--- src/rtl/planarRotPkg.sv ---
package planarRotPkg;

  // Number of register stages between input and output.
  localparam int ROT_LATENCY = 3;

  // Stage strobes that the control side hands to the datapath.
  typedef struct packed {
    logic s1En;      // capture the pre-combined operand
    logic s2En;      // capture the rounded products
    logic s3En;      // capture the clipped sums
    logic outValid;  // result register holds a fresh pair
  } rotStrobeT;

endpackage

--- src/rtl/roundMul.sv ---
// Signed multiply by a constant coefficient, then round half-up to sample scale.
module roundMul #(
  parameter int X_W    = 16,
  parameter int COEF_W = 18,
  parameter int FRAC   = 15,
  localparam int P_W   = X_W + COEF_W,
  localparam int Y_W   = P_W - FRAC
) (
  input  logic signed [X_W-1:0]    x,
  input  logic signed [COEF_W-1:0] k,
  output logic signed [Y_W-1:0]    y
);

  localparam logic [P_W-1:0] HALF_LSB = P_W'(1) << (FRAC - 1);

  logic [P_W-1:0] xExt;
  logic [P_W-1:0] kExt;
  logic [P_W-1:0] prod;
  logic [P_W-1:0] biased;

  // The low P_W bits of the product are correct for two's complement.
  assign xExt   = {{COEF_W{x[X_W-1]}}, x};
  assign kExt   = {{X_W{k[COEF_W-1]}}, k};
  assign prod   = xExt * kExt;
  assign biased = prod + HALF_LSB;
  assign y      = biased[P_W-1:FRAC];

endmodule

--- src/rtl/planarRotControl.sv ---
module planarRotControl
  import planarRotPkg::*;
(
  input  logic      clk,
  input  logic      rstN,
  input  logic      inValid,
  output rotStrobeT stb
);

  logic [ROT_LATENCY-1:0] vPipe;

  always_ff @(posedge clk or negedge rstN) begin
    if (!rstN) vPipe <= '0;
    else       vPipe <= {vPipe[ROT_LATENCY-2:0], inValid};
  end

  always_comb begin
    stb.s1En     = inValid;
    stb.s2En     = vPipe[0];
    stb.s3En     = vPipe[1];
    stb.outValid = vPipe[2];
  end


  valid_latency_chk: assert property (@(posedge clk) disable iff (!rstN)
    inValid |=> ##2 stb.outValid);


  idle_latency_chk: assert property (@(posedge clk) disable iff (!rstN)
    !inValid |=> ##2 !stb.outValid);

endmodule

--- src/rtl/planarRotDatapath.sv ---
module planarRotDatapath
  import planarRotPkg::*;
#(
  parameter int DATA_W    = 16,
  parameter int COEF_W    = 18,
  parameter int COEF_FRAC = 15,
  parameter bit SINE_FORM = 1'b0,
  parameter int K_SHARED  = 23170,
  parameter int K_CORR_A  = 46341,
  parameter int K_CORR_B  = 0
) (
  input  logic                     clk,
  input  logic                     rstN,
  input  rotStrobeT                stb,
  input  logic signed [DATA_W-1:0] aIn,
  input  logic signed [DATA_W-1:0] bIn,
  output logic signed [DATA_W-1:0] aOut,
  output logic signed [DATA_W-1:0] bOut
);

  localparam int SUM_W   = DATA_W + 1;
  localparam int RT_W    = SUM_W + COEF_W - COEF_FRAC;
  localparam int RC_W    = DATA_W + COEF_W - COEF_FRAC;
  localparam int ACC_W   = ((RT_W > RC_W) ? RT_W : RC_W) + 1;
  localparam int N_CORR  = 2;

  localparam logic signed [COEF_W-1:0] K_S = K_SHARED[COEF_W-1:0];
  localparam logic signed [COEF_W-1:0] K_A = K_CORR_A[COEF_W-1:0];
  localparam logic signed [COEF_W-1:0] K_B = K_CORR_B[COEF_W-1:0];

  localparam logic signed [ACC_W-1:0] SAT_HI =
    {{(ACC_W - DATA_W + 1){1'b0}}, {(DATA_W - 1){1'b1}}};
  localparam logic signed [ACC_W-1:0] SAT_LO =
    {{(ACC_W - DATA_W + 1){1'b1}}, {(DATA_W - 1){1'b0}}};

  // ---------------- stage 1: pre-combine and pick correction operands
  logic signed [SUM_W-1:0]  preSumD;
  logic signed [DATA_W-1:0] corOpD [N_CORR];
  logic                     subFirst;

  logic signed [SUM_W-1:0]  s1Sum;
  logic signed [DATA_W-1:0] s1Cor [N_CORR];

  generate
    if (SINE_FORM) begin : gSineForm
      assign preSumD   = {aIn[DATA_W-1], aIn} - {bIn[DATA_W-1], bIn};
      assign corOpD[0] = aIn;
      assign corOpD[1] = bIn;
      assign subFirst  = 1'b0;
    end else begin : gCosForm
      assign preSumD   = {aIn[DATA_W-1], aIn} + {bIn[DATA_W-1], bIn};
      assign corOpD[0] = bIn;
      assign corOpD[1] = aIn;
      assign subFirst  = 1'b1;
    end
  endgenerate

  always_ff @(posedge clk or negedge rstN) begin
    if (!rstN) begin
      s1Sum <= '0;
      for (int i = 0; i < N_CORR; i++) s1Cor[i] <= '0;
    end else if (stb.s1En) begin
      s1Sum <= preSumD;
      for (int i = 0; i < N_CORR; i++) s1Cor[i] <= corOpD[i];
    end
  end

  // ---------------- stage 2: three constant multipliers with rounding
  logic signed [RT_W-1:0] prodT;
  logic signed [RC_W-1:0] prodC [N_CORR];
  logic signed [RT_W-1:0] s2T;
  logic signed [RC_W-1:0] s2C [N_CORR];

  roundMul #(
    .X_W(SUM_W), .COEF_W(COEF_W), .FRAC(COEF_FRAC)
  ) sharedMul_i (
    .x(s1Sum), .k(K_S), .y(prodT)
  );

  generate
    for (genvar g = 0; g < N_CORR; g++) begin : gCorrMul
      localparam logic signed [COEF_W-1:0] K_LANE = (g == 0) ? K_A : K_B;
      roundMul #(
        .X_W(DATA_W), .COEF_W(COEF_W), .FRAC(COEF_FRAC)
      ) corrMul_i (
        .x(s1Cor[g]), .k(K_LANE), .y(prodC[g])
      );
    end
  endgenerate

  always_ff @(posedge clk or negedge rstN) begin
    if (!rstN) begin
      s2T <= '0;
      for (int i = 0; i < N_CORR; i++) s2C[i] <= '0;
    end else if (stb.s2En) begin
      s2T <= prodT;
      for (int i = 0; i < N_CORR; i++) s2C[i] <= prodC[i];
    end
  end

  // ---------------- stage 3: final add or subtract, clip, register
  function automatic logic signed [DATA_W-1:0] clipToOut(
    input logic signed [ACC_W-1:0] v
  );
    if (v > SAT_HI)      return SAT_HI[DATA_W-1:0];
    else if (v < SAT_LO) return SAT_LO[DATA_W-1:0];
    else                 return v[DATA_W-1:0];
  endfunction

  logic signed [ACC_W-1:0] tExt;
  logic signed [ACC_W-1:0] cExt [N_CORR];
  logic signed [ACC_W-1:0] accA;
  logic signed [ACC_W-1:0] accB;

  always_comb begin
    tExt = {{(ACC_W - RT_W){s2T[RT_W-1]}}, s2T};
    for (int i = 0; i < N_CORR; i++)
      cExt[i] = {{(ACC_W - RC_W){s2C[i][RC_W-1]}}, s2C[i]};
    accA = subFirst ? (tExt - cExt[0]) : (tExt + cExt[0]);
    accB = tExt + cExt[1];
  end

  always_ff @(posedge clk or negedge rstN) begin
    if (!rstN) begin
      aOut <= '0;
      bOut <= '0;
    end else if (stb.s3En) begin
      aOut <= clipToOut(accA);
      bOut <= clipToOut(accB);
    end
  end


  hold_when_idle_chk: assert property (@(posedge clk) disable iff (!rstN)
    !stb.s3En |=> ($stable(aOut) && $stable(bOut)));


  zero_shared_chk: assert property (@(posedge clk) disable iff (!rstN)
    (stb.s2En && s1Sum == '0) |=> (s2T == '0));

endmodule

--- src/rtl/planarRotator3m.sv ---
module planarRotator3m
  import planarRotPkg::*;
#(
  parameter int DATA_W    = 16,
  parameter int COEF_W    = 18,
  parameter int COEF_FRAC = 15,
  parameter bit SINE_FORM = 1'b0,
  parameter int K_SHARED  = 23170,
  parameter int K_CORR_A  = 46341,
  parameter int K_CORR_B  = 0
) (
  input  logic                     clk,
  input  logic                     rstN,
  input  logic                     inValid,
  input  logic signed [DATA_W-1:0] aIn,
  input  logic signed [DATA_W-1:0] bIn,
  output logic                     outValid,
  output logic signed [DATA_W-1:0] aOut,
  output logic signed [DATA_W-1:0] bOut
);

  rotStrobeT stb;

  planarRotControl ctrl_i (
    .clk(clk), .rstN(rstN), .inValid(inValid), .stb(stb)
  );

  planarRotDatapath #(
    .DATA_W(DATA_W), .COEF_W(COEF_W), .COEF_FRAC(COEF_FRAC),
    .SINE_FORM(SINE_FORM), .K_SHARED(K_SHARED),
    .K_CORR_A(K_CORR_A), .K_CORR_B(K_CORR_B)
  ) dp_i (
    .clk(clk), .rstN(rstN), .stb(stb),
    .aIn(aIn), .bIn(bIn), .aOut(aOut), .bOut(bOut)
  );

  assign outValid = stb.outValid;


  zero_in_zero_out_chk: assert property (@(posedge clk) disable iff (!rstN)
    (inValid && aIn == '0 && bIn == '0) |=> ##2 (aOut == '0 && bOut == '0));


  out_valid_known_chk: assert property (@(posedge clk) disable iff (!rstN)
    !$isunknown(outValid));

endmodule

--- config.mk ---
export PLATFORM = sky130hd
export DESIGN_NAME = planarRotator3m
export DESIGN_NICKNAME = d
export VERILOG_FILES = /design/src/rtl/planarRotPkg.sv /design/src/rtl/roundMul.sv /design/src/rtl/planarRotControl.sv /design/src/rtl/planarRotDatapath.sv /design/src/rtl/planarRotator3m.sv
export SDC_FILE = /design/constraint.sdc
export NUM_CORES = 1
export LEC_CHECK = 0
export BUFFER_PORTS_ARGS = -buffer_cell sky130_fd_sc_hd__clkbuf_2
export CORE_MARGIN = 1.5
export CORE_UTILIZATION = 60
export CTS_CLUSTER_DIAMETER = 80
export DETAILED_ROUTE_END_ITERATION = 12
export PLACE_DENSITY = 0.88
export SLEW_MARGIN = 10
export SYNTH_ARGS = -nofsm -noshare
export SYNTH_HDL_FRONTEND = slang
export SYNTH_HIERARCHICAL = 1
export SYNTH_SLANG_ARGS = --single-unit
--- constraint.sdc ---
create_clock -name clk -period 7.8 [get_ports clk]
set_clock_uncertainty 0.1 [all_clocks]
set_input_delay 0.78 -clock clk [delete_from_list [all_inputs] [get_ports clk]]
set_output_delay 0.78 -clock clk [all_outputs]
set_load 0.005 [all_outputs]
# [Word level (Yosys, flattened, before mapping)]
# Index checks and enable logic that the tools add are counted.
[op_classes] n_addsub=4 n_mul=2 n_div=0 order_cmp=4 eq_ne=0 n_shift=0 mux=4 bitwise=0 reduce_logical=0
[ops] cell="two-way mux 16 bit" n=4
[ops] cell="adder 35 x 15 -> 35 bit (second input constant)" n=1
[ops] cell="multiplier 35 x 14 -> 34 bit (second input constant)" n=1
[ops] cell="adder 34 x 15 -> 34 bit (second input constant)" n=1
[ops] cell="multiplier 16 x 17 -> 33 bit (second input constant)" n=1
[ops] cell="> comparator 21 x 16 -> 1 bit (second input constant)" n=1
[ops] cell="less-than comparator 21 x 16 -> 1 bit (second input constant)" n=1
[ops] cell="subtractor 20 x 19 -> 21 bit" n=1
[ops] cell="> comparator 20 x 16 -> 1 bit (second input constant)" n=1
[ops] cell="less-than comparator 20 x 16 -> 1 bit (second input constant)" n=1
[ops] cell="adder 16 x 16 -> 17 bit" n=1
[totals] regBits=107 latchBits=0 ram_bits=0 rom_bits=0 input_bits=35 out_inout_bits=33 wordCells=21 memories=0

# [Logic depth before layout (Yosys ltp)]
[logic_depth] word_depth=4 ltp_mapped=25 ltp_nobuf=24

# [Modules after synthesis]
# Netlist, hierarchy kept.
[by_module_without_submodules] module="roundMul (dp_i.sharedMul_i)" instances=1 cells_per_inst=1214 area_per_inst_um2=11121.9 seq_area_each_um2=0.0
[by_module_without_submodules] module="roundMul (dp_i.gCorrMul[0].corrMul_i)" instances=1 cells_per_inst=1189 area_per_inst_um2=10669.0 seq_area_each_um2=0.0
[by_module_without_submodules] module="roundMul (dp_i.gCorrMul[1].corrMul_i)" instances=1 cells_per_inst=1154 area_per_inst_um2=10520.1 seq_area_each_um2=0.0
[by_module_without_submodules] module="planarRotDatapath" instances=1 cells_per_inst=725 area_per_inst_um2=7847.5 seq_area_each_um2=3478.3
[by_module_without_submodules] module="planarRotControl" instances=1 cells_per_inst=4 area_per_inst_um2=82.6 seq_area_each_um2=75.1

# [Least setup slack after synthesis]
# OpenSTA, ideal clock, no wires.
[synth_path] path_type="reg-to-reg" start="register dp_i/s1Cor[31] (netlist bit)" end="register dp_i.s2C (netlist bit dp_i/cExt[38])" setup_time_ps=83 arrival_time_ps=6123 t_required_ps=7617 path_slack_ps=1494 stages_incl_launch_ff=23 n_path_buf=2 period_less_slack_ps=6306 cell_sequence="dfrtp_1 -> inv_1 -> buf_1 -> nor2_1 -> fa_1 -> fa_1 -> fa_1 -> fa_1 -> fa_1 -> inv_1 -> fa_1 -> inv_1 -> ha_1 -> buf_6 -> a21o_1 -> a21o_1 -> a21oi_2 -> o21ai_1 -> a221o_1 -> or4b_1 -> o311ai_1 -> nand2_1 -> o21ai_0"
[synth_rtl] element="from (decl)" line_no="planarRotDatapath.sv:42" text="logic signed [DATA_W-1:0] s1Cor [N_CORR];"
[synth_rtl] element="to (decl)" line_no="planarRotDatapath.sv:72" text="logic signed [RC_W-1:0] s2C [N_CORR];"

==> results.yml <==
setup_path:
  r2r_end: "dp_i/cExt[39]"
  reg2reg_depth: 20
  crit_path_start: "dp_i/s1Cor[18]"
  critical_path.top_delay_family: "adder cells"
  required_ns: 7.99
  slowest_stage: "dfrtp_1"
  crit_fanout: 19
  rrSetupSlack_ns: 1.06
  crit_buf_inv: 3
  slowest_delay_ns: 0.78
  setup.worst_path.class: "register to register"
  cp_data_arrival_time_ns: 6.94
  cp_common_cell: "fa_1"
  r2r-start: "dp_i/s1Cor[18]"
  cp-start-kind: "register"
  end_kind: "register"
  crit_chain: "nand2_1 -> fa_1 -> fa_1 -> fa_1 -> inv_1 -> fa_1 -> fa_1 -> inv_1 -> fa_1 -> inv_1 -> ha_1 -> a21oi_1 -> nand3b_1 -> and3b_1 -> a2111oi_2 -> o211a_1 -> nor2_1 -> a211o_1 -> nand2_1 -> o21ai_0"
floorplan:
  fp.dieH_um: 262
  die_w_um: 262
  core_um2: 66100
  start_util_pct: 60.9
  ios: 68
  die_area_um2: 68600
  num_rows: 94
timing:
  relSlewSlack_pct: 10.9
  fin_setup_tns_ns: 0
  max_clock_freq_mhz: 148
  fin_crit_sh_pct: 86.5
  drv_slew: 0
  tightest_slew_ns: 1.33
  finalHoldViolCount: 0
  period_needed_ns: 6.74
  setup_viol: 0
  rsz0062_at_grt: "false"
cts:
  clkLatencyLatePin_ns: 0.45
  cts_root_buf: "clkbuf_16"
  cts-buffers-inserted: 17
  htreeDepth: 4
  cts_tree: "done"
  post-cts-setup-buffers: 0
  clock_sinks: 142
  cts_hold_buf: 0
  clock_path_buffers: 2
  cts_repair_resize_count: 0
  clkSlewWorstSetupHoldPaths_ns: 0.06
detailed_routing:
  ant_nets: 0
  wire_per_inst_um: 17.5
  drcViolationCount: 0
  initialDrtViolationCount: 1957
  avgViaCountPerCell: 5.38
  vias: 29600
  first_pass_iters: 5
  wirelength_mm: 96.3
synthesis:
  synthArstFlopShare_pct: 100
  yosys.area.top_type: "fa_1"
  yosysTopAreaCellShare_pct: 44.5
  synthTopCellsByArea: "fa_1 44%, inv_1 9.9%, ha_1 9.3%, dfrtp_1 8.8%, and2_1 6.4%"
  ys_warn_count: 6
  yosysMostFrequentCell: "inv_1"
  syn_inst: 4286
  synth.avg_cell_area_um2: 9.39
  ys.flop_type: "dfrtp_1"
  yosys_register_bits: 142
  ys_seq_area_share_pct: 8.83
  synth_edf_count: 0
  synth_commonest_cells: "1,057 x inv_1, 894 x fa_1, 488 x nand2_1, 411 x and2_1, 299 x ha_1"
  ys_types: 87
  synthesis.area_um2: 40200
final_layout:
  nFillCells: 4959
  n_antenna_cell: 0
  finalInstanceArea_um2: 43300
  syn_to_final_growth_pct: 7.69
  final_util_pct: 65.6
  layout-drive-gt1-share_pct: 5.10
  nets: 5859
grt:
  grt_antenna_before_repair: 0
  overflow: 0
  grt_use_total_pct: 30.0
  grt_pass1_wl_mm: 161
  grt_start_max_net_pins: 81
  grt_pass1_vias: 32500
flow_run:
  max_cap_viol_count: 0
run_status:
  outcome: "finished clean"
hold_path:
  hp-class: "input port to async pin"
placement:
  postPlaceCellArea_um2: 42700
  hpwl_mm: 80.8
  gp_routability_congestion: 0.959
  portBuffers: 67
==> cell families (layout without fill, tap and decap cells) <==
logic type	Yosys count	in the layout	synth area share [%]
other	2	392	0.0187
AO/OA/AOI/OAI	395	395	6.84
XOR/XNOR	124	124	2.70
AND/OR/NAND/NOR	1137	1137	14.1
buffers and inverters	1209	1177	11.4
multiplexers	84	84	2.35
flip-flops	142	142	8.83
adder cells (fa/ha/maj)	1193	1193	53.8
==> layer usage <==
layer / share of wire (%) / track usage (%) / wire length, µm / up-vias
met5: 0 / 0 / 0 / -
met4: 5.7 / 14.9 / 5500 / 0
met3: 7.5 / 5.54 / 7250 / 304
met2: 50 / 51.1 / 47800 / 1179
met1: 37 / 36.9 / 35800 / 15000
li1: - / - / - / 13200
==> sequential cells by signal, summed over array words and instances, names as in the netlist <==
signal	cells
dp_i/s2T	20
dp_i/bOut	16
dp_i/s1Cor	32
ctrl_i/vPipe	3
dp_i/aOut	16
dp_i/s1Sum	17
dp_i/cExt	38
==> how the worst max path moves through the flow <==
stage                         end  slack [ns]  cells past startpoint
CTS                 dp_i/cExt[39]        1.13                     19
finish              dp_i/cExt[39]        1.06                     20
detailed placement  dp_i/cExt[39]        1.21                     20
floorplan           dp_i/cExt[38]        1.49                     22
global placement    dp_i/cExt[38]        1.34                     20
global route        dp_i/cExt[38]        0.84                     20
==> stage by stage <==
step	hold WS [ns]	setup WS (ns)	std cells
detailed placement	0.373	1.21	5476
floorplan	0.252	1.49	4676
global placement	0.366	1.34	5476
CTS	0.291	1.13	5508
global route	0.324	0.839	5508
finish	0.269	1.06	5508
==> area by class of cell <==
type	count	area, µm²	share of cell area (%)
sequential	142	3550	8.20
multi-input combinational	3325	33600	77.5
clock inverter	10	184	0.424
clock buffer	22	474	1.09
timing repair buffer	88	499	1.15
inverter	1057	3970	9.16
tap	864	1080	2.49
==> placed cells by master (no fill, tap or decap), types with 72 or more instances in the layout <==
cell type / synthesis / routed
a21oi_1: 98 / 98
and2_1: 411 / 411
conb_1: 2 / 392
dfrtp_1: 142 / 141
fa_1: 894 / 894
ha_1: 299 / 299
inv_1: 1057 / 1057
mux2_2: 83 / 83
nand2_1: 488 / 488
nor2_1: 97 / 97
o21ai_0: 72 / 72
xnor2_1: 82 / 82
Power is left out: the tool's default activity adds up to more than one toggle a clock period on the data nets, which glitch-free logic cannot reach.
